--- src/rtl/tick_timer_pkg.sv ---
package tick_timer_pkg;

    typedef enum logic [2:0] {
        RA_CTRL  = 3'd0,
        RA_IEN   = 3'd1,
        RA_STAT  = 3'd2,
        RA_FORCE = 3'd3,
        RA_CNT   = 3'd4,
        RA_PSC   = 3'd5,
        RA_RLD   = 3'd6
    } reg_addr_e;

    localparam int BIT_RUN     = 0;
    localparam int BIT_UPDOFF  = 1;
    localparam int BIT_OVFONLY = 2;
    localparam int BIT_PRELOAD = 7;
    localparam int CTRL_BYTE   = 8;

    typedef struct packed {
        logic preload;
        logic ovf_only;
        logic upd_off;
        logic run;
    } ctrl_t;

    function automatic ctrl_t ctrl_decode(input logic [CTRL_BYTE-1:0] b);
        ctrl_t c;
        c.run      = b[BIT_RUN];
        c.upd_off  = b[BIT_UPDOFF];
        c.ovf_only = b[BIT_OVFONLY];
        c.preload  = b[BIT_PRELOAD];
        return c;
    endfunction

    function automatic logic [CTRL_BYTE-1:0] ctrl_encode(input ctrl_t c);
        logic [CTRL_BYTE-1:0] b;
        b = '0;
        b[BIT_RUN]     = c.run;
        b[BIT_UPDOFF]  = c.upd_off;
        b[BIT_OVFONLY] = c.ovf_only;
        b[BIT_PRELOAD] = c.preload;
        return b;
    endfunction

endpackage

--- src/rtl/tick_regs.sv ---
module tick_regs
    import tick_timer_pkg::*;
#(
    parameter int W = 16
) (
    input  logic         clk,
    input  logic         rst,
    input  logic         wr_en,
    input  logic [2:0]   addr,
    input  logic [W-1:0] wdata,
    input  logic         flag_set,
    output ctrl_t        ctrl,
    output logic         ie,
    output logic         flag,
    output logic         force_req,
    output logic         cnt_wr,
    output logic         psc_wr,
    output logic         rld_wr
);
    logic ctrl_wr, ie_wr, stat_wr;

    always_comb begin
        ctrl_wr   = wr_en && (addr == RA_CTRL);
        ie_wr     = wr_en && (addr == RA_IEN);
        stat_wr   = wr_en && (addr == RA_STAT);
        force_req = wr_en && (addr == RA_FORCE) && wdata[0];
        cnt_wr    = wr_en && (addr == RA_CNT);
        psc_wr    = wr_en && (addr == RA_PSC);
        rld_wr    = wr_en && (addr == RA_RLD);
    end

    always_ff @(posedge clk) begin
        if (rst) begin
            ctrl <= '0;
            ie   <= 1'b0;
            flag <= 1'b0;
        end else begin
            if (ctrl_wr) ctrl <= ctrl_decode(wdata[CTRL_BYTE-1:0]);
            if (ie_wr)   ie   <= wdata[0];
            // hardware set outranks a software clear in the same cycle
            if (flag_set)                flag <= 1'b1;
            else if (stat_wr && !wdata[0]) flag <= 1'b0;
        end
    end

endmodule

--- src/rtl/tick_shadow.sv ---
module tick_shadow #(
    parameter int W = 16
) (
    input  logic         clk,
    input  logic         rst,
    input  logic         wr,
    input  logic [W-1:0] wdata,
    input  logic         direct,
    input  logic         load,
    output logic [W-1:0] shadow,
    output logic [W-1:0] active
);
    always_ff @(posedge clk) begin
        if (rst) begin
            shadow <= '0;
            active <= '0;
        end else begin
            if (wr) shadow <= wdata;
            if (wr && direct)  active <= wdata;
            else if (load)     active <= wr ? wdata : shadow;
        end
    end
endmodule

--- src/rtl/tick_core.sv ---
module tick_core #(
    parameter int W = 16
) (
    input  logic         clk,
    input  logic         rst,
    input  logic         run,
    input  logic         upd_off,
    input  logic         ovf_only,
    input  logic [W-1:0] psc_act,
    input  logic [W-1:0] rld_act,
    input  logic         force_req,
    input  logic         cnt_wr,
    input  logic [W-1:0] wdata,
    output logic [W-1:0] cnt,
    output logic         tick,
    output logic         wrap,
    output logic         upd_evt,
    output logic         flag_set
);
    logic [W-1:0] pdiv_q;

    always_comb begin
        tick     = run && (pdiv_q == psc_act);
        wrap     = tick && (cnt == rld_act);
        upd_evt  = !upd_off && (wrap || force_req);
        flag_set = !upd_off && (wrap || (force_req && !ovf_only));
    end

    always_ff @(posedge clk) begin
        if (rst)                 pdiv_q <= '0;
        else if (upd_evt || tick) pdiv_q <= '0;
        else if (run)            pdiv_q <= pdiv_q + 1'b1;
    end

    always_ff @(posedge clk) begin
        if (rst)                 cnt <= '0;
        else if (cnt_wr)         cnt <= wdata;
        else if (upd_evt || wrap) cnt <= '0;
        else if (tick)           cnt <= cnt + 1'b1;
    end
endmodule

--- src/rtl/tick_timer.sv ---
module tick_timer
    import tick_timer_pkg::*;
#(
    parameter int W = 16
) (
    input  logic         clk,
    input  logic         rst,
    input  logic         wr_en,
    input  logic [2:0]   addr,
    input  logic [W-1:0] wdata,
    output logic [W-1:0] rdata,
    output logic         irq
);
    localparam int PAD = W - CTRL_BYTE;

    ctrl_t        ctrl_q;
    logic         ie_q, flag_q, force_req, cnt_wr, psc_wr, rld_wr;
    logic         tick, wrap, upd_evt, flag_set;
    logic [W-1:0] cnt_q, psc_sh, psc_act, rld_sh, rld_act;

    tick_regs #(.W(W)) u_regs (
        .clk(clk), .rst(rst), .wr_en(wr_en), .addr(addr), .wdata(wdata),
        .flag_set(flag_set), .ctrl(ctrl_q), .ie(ie_q), .flag(flag_q),
        .force_req(force_req), .cnt_wr(cnt_wr), .psc_wr(psc_wr), .rld_wr(rld_wr)
    );

    // prescale is always buffered; reload is direct unless preload is set
    tick_shadow #(.W(W)) u_psc (
        .clk(clk), .rst(rst), .wr(psc_wr), .wdata(wdata), .direct(1'b0),
        .load(upd_evt), .shadow(psc_sh), .active(psc_act)
    );

    tick_shadow #(.W(W)) u_rld (
        .clk(clk), .rst(rst), .wr(rld_wr), .wdata(wdata), .direct(!ctrl_q.preload),
        .load(upd_evt), .shadow(rld_sh), .active(rld_act)
    );

    tick_core #(.W(W)) u_core (
        .clk(clk), .rst(rst), .run(ctrl_q.run), .upd_off(ctrl_q.upd_off),
        .ovf_only(ctrl_q.ovf_only), .psc_act(psc_act), .rld_act(rld_act),
        .force_req(force_req), .cnt_wr(cnt_wr), .wdata(wdata), .cnt(cnt_q),
        .tick(tick), .wrap(wrap), .upd_evt(upd_evt), .flag_set(flag_set)
    );

    always_comb begin
        unique case (addr)
            RA_CTRL: rdata = {{PAD{1'b0}}, ctrl_encode(ctrl_q)};
            RA_IEN:  rdata = {{(W-1){1'b0}}, ie_q};
            RA_STAT: rdata = {{(W-1){1'b0}}, flag_q};
            RA_CNT:  rdata = cnt_q;
            RA_PSC:  rdata = psc_sh;
            RA_RLD:  rdata = rld_sh;
            default: rdata = '0;
        endcase
    end

    assign irq = flag_q && ie_q;

endmodule

--- config.mk ---
export PLATFORM = sky130hd
export DESIGN_NAME = tick_timer
export DESIGN_NICKNAME = d
export VERILOG_FILES = /design/src/rtl/tick_timer_pkg.sv /design/src/rtl/tick_regs.sv /design/src/rtl/tick_shadow.sv /design/src/rtl/tick_core.sv /design/src/rtl/tick_timer.sv
export SDC_FILE = /design/constraint.sdc
export NUM_CORES = 1
export LEC_CHECK = 0
export BUFFER_PORTS_ARGS = -buffer_cell sky130_fd_sc_hd__buf_2
export CAP_MARGIN = 30
export CORE_MARGIN = 3
export CORE_UTILIZATION = 65
export DETAILED_ROUTE_END_ITERATION = 8
export GPL_TIMING_DRIVEN = 0
export PLACE_DENSITY = 0.91
export RECOVER_POWER = 25
export SLEW_MARGIN = 40
export SYNTH_ARGS = -nofsm -noshare
export SYNTH_HDL_FRONTEND = slang
export SYNTH_SLANG_ARGS = --single-unit
--- constraint.sdc ---
create_clock -name clk -period 4.62 [get_ports clk]
set_input_delay 0.924 -clock clk [delete_from_list [all_inputs] [get_ports clk]]
set_output_delay 0.924 -clock clk [all_outputs]
set_load 0.01 [all_outputs]
==> flow_summary.yaml <==
routing:
  vias: 4914
  postRouteAntennaNets: 0
  first_iter_violations: 494
  routedWlPerCell_um: 18.96
  drc: 0
  via_per_inst: 6.252
  totalWireLength_um: 14910
  firstDrtPassIters: 6
clock_network:
  cts_resized: 0
  cts_buffers: 9
  clockBufferDepth: 2
  holdBufCountCts: 0
  cts.sinks: 102
  cts-root-buf: "clkbuf_8"
  clock_latency_ns: 0.38
  post_cts_buffers: 0
  cts_tree: "yes"
  clk_pin_slew_ns: 0.10
  cts_max_level: 3
layout:
  nFillCells: 591
  area_growth_syn_to_layout_pct: 9.379
  regArea_mm2: 0.002042
  multiInputGateArea_mm2: 0.003074
  final_net_count: 703
  diodes: 0
  final_cells: 786
  final_layout_size_suffix_gt1_frac: 0.1594
synthesis:
  synth_mux_area_frac: 0.1259
  yosys_warnings: 0
  synth_cell_types: 48
  synth_top_area_frac: 0.3798
  synth_fa_ha_area_frac: 0.004654
  yosysTopAreaCell: "dfxtp_1"
  synth_xor_area_frac: 0.07657
  synth_top_family_by_area: "simple AND/OR/NAND/NOR gates"
  synth_compound_area_frac: 0.1040
  syn-num-nets: 656
  avgSynthCellArea_um2: 8.507
  yosysSeqAreaShare: 0.3798
  yosys.area_share.simple: 0.2606
  synth_area_leaders: "dfxtp_1 (38%), nand2_1 (7.5%), xnor2_1 (5.4%)"
  syn_area_mm2: 0.005376
  ys_ff_latch: 102
  syn_inst: 632
worst_hold_path:
  min_to: "u_psc.shadow[14]"
  worstHoldPathCells: 2
  hp-start: "u_psc.shadow[14]"
  hold_path_class: "flop to flop"
worst_setup_path:
  cpMaxStageDelayCell: "buf_1"
  crit_type: "input port to primary output"
  r2r_cells: 8
  worstPathCellList: "clkbuf_1 > clkbuf_1 > buf_1 > mux2i_1 > o21ai_0 > and2_1 > buf_2"
  r2r-end: "u_psc.active[8]"
  r2r_setup_slack_ns: 2.09
  crit_family: "buffers and inverters"
  arrival_ns: 3.09
  critPathBufInv: 4
  crit_fanout: 10
  critPathMaxStageDelay_ns: 0.65
  cp-start-kind: "input port"
  r2r-start: "u_core.cnt[13]"
  path_common_cell: "clkbuf_1"
  cp-end-kind: "primary output"
  required_ns: 3.70
run_status:
  outcome: "complete, no violations"
sta:
  slew_viol_final: 0
  worst_slew_pin_slew_ns: 0.8725
  tns_ns: 0
  setup_viol: 0
  period_share: 0.8682
  fin_skew_ns: 0.01036
  grt_setup_unrepaired: "false"
  relSlewSlack: 0.4138
  fin_crit_ns: 4.011
  fmax_ghz: 0.2493
  hold_viol_final: 0
die:
  initial_utilization: 0.6816
  die_h_um: 96.95
  rows: 32
  ioPinCount: 39
  core_area_mm2: 0.007888
  dieArea_mm2: 0.009398
  die_w_um: 96.95
global_routing:
  grt_pass1_wl_um: 23860
  gr-total-overflow: 0
  grt_usage: 0.3127
  antenna_found_initial: 0
  grt_max_degree: 19
  grt_pass1_vias: 4808
flow_run:
  maxCapViolCount: 0
pwr:
  power_density_mw_per_mm2: 303.4
  p_leak_nw: 2.243
  vdd_drop_max_v: 0.0001786
place:
  hpwl_um: 10970
  gp_congestion: 0.9402
  placed_cells: 770
  io_buffers: 36
## per-layer routing
metal,share of wire,GRT usage,vias to the layer above
met5,0,0,-
met4,0.045,0.1663,0
met3,0.099,0.05552,73
met2,0.47,0.5096,306
met1,0.38,0.3937,2278
li1,-,-,2257
## how the worst max path moves through the flow
stage,from,depth (start not counted),slack [ns],endpoint
finish,addr[1],7,0.61,rdata[5]
global placement,addr[1],7,1.09,rdata[5]
CTS,addr[1],7,1.02,rdata[15]
detailed placement,addr[1],7,1.04,rdata[15]
floorplan,addr[1],6,1.64,rdata[2]
global route,addr[1],7,0.50,rdata[15]
## cell families (layout without fill, tap and decap cells)
family,after synthesis,count (layout)
and+or+nand+nor,282,282
DFF,102,102
AOI/OAI and AO/OA,94,94
muxes,55,55
buffers and inverters,50,102
xor gates and xnor gates,47,47
adders and majority gates,2,2
## worst register-to-register path: cells and delay by family (launching register included)
family / cells / cell delay [ns]
buffers and inverters: 2 / 0.30
AND/OR/NAND/NOR: 3 / 0.90
XOR/XNOR: 1 / 0.30
AO/OA/AOI/OAI: 1 / 0.23
flip-flops: 1 / 0.39
multiplexers: 1 / 0.31
## layout make-up
class                      instances  share of cell area
multi-input combinational        480              0.5228
sequential                       102              0.3472
buffer                            48             0.04234
timing repair buffer              36             0.03021
tap                              102             0.02170
clock buffer                       9             0.02106
clock inverter                     7             0.01340
inverter                           2            0.001277
## where the power goes
part           internal (mW)  total (mW)  switching (mW)
combinational         0.0918       0.281           0.189
sequential             0.900       0.914          0.0138
clock                  0.256       0.589           0.333
total                   1.25        1.78           0.536
## sequential cells by signal, summed over array words and instances (netlist names), 4 cells and up
name / count
u_rld.active: 16
u_psc.shadow: 16
u_psc.active: 16
u_rld.shadow: 16
u_core.pdiv_q: 16
u_regs.ctrl: 4
u_core.cnt: 16
## cell usage in the layout, fill, tap and decap left out, drive strengths merged, types with 2 or more instances in the layout
master / count
a21oi: 41
a22o: 4
a31oi: 13
a32oi: 8
and2: 14
and3: 4
and4: 6
buf: 57
clkbuf: 36
clkinvlp: 3
dfxtp: 102
ha: 2
inv: 5
mux2: 34
mux2i: 20
nand2: 108
nand2b: 6
nand3: 24
nand3b: 5
nand4: 14
nor2: 47
nor2b: 34
nor3: 3
nor4: 5
nor4b: 2
o21ai: 18
o31ai: 5
or3: 2
or4: 3
xnor2: 33
xor2: 14
## synth_stat cells (all sizes together)
| cell | instances |
|---|---|
| mux4 | 1 |
| inv | 2 |
| or3 | 2 |
| nand3b | 5 |
| and4bb | 1 |
| a211oi | 1 |
| mux2 | 34 |
| buf | 27 |
| ha | 2 |
| and3 | 4 |
| xnor2 | 33 |
| or4 | 3 |
| o21a | 1 |
| nor4b | 2 |
| nand2b | 6 |
| and4 | 6 |
| a22o | 4 |
| or2 | 1 |
| o21ai | 18 |
| o21ba | 1 |
| a41oi | 1 |
| o22ai | 1 |
| nand4b | 1 |
| and2b | 1 |
| a21oi | 41 |
| nor4 | 5 |
| clkbuf | 21 |
| xor2 | 14 |
| nand2 | 108 |
| nor2 | 47 |
| and2 | 14 |
| a31oi | 13 |
| nand3 | 24 |
| nor3 | 3 |
| dfxtp | 102 |
| nand4 | 14 |
| a32oi | 8 |
| nor2b | 34 |
| o31ai | 5 |
| mux2i | 20 |
| nor3b | 1 |
## stage by stage
| step | power, mW | hold slack [ns] | util | area, um2 | setup WS (ns) |
|---|---|---|---|---|---|
| 2_1_floorplan | 1.111 | 0.4482 | - | 5376 | 1.641 |
| 3_3_place_gp | 1.192 | 0.4602 | 0.7207 | 5684 | 1.089 |
| 3_5_place_dp | 1.199 | 0.4700 | 0.7207 | 5684 | 1.036 |
| 4_1_cts | 1.767 | 0.4879 | 0.7464 | 5887 | 1.016 |
| 5_1_grt | 1.830 | 0.5119 | 0.7456 | 5881 | 0.5036 |
| 6_report | 1.784 | 0.4894 | 0.7456 | 5881 | 0.6088 |
Power figures use the tool's default switching activity.
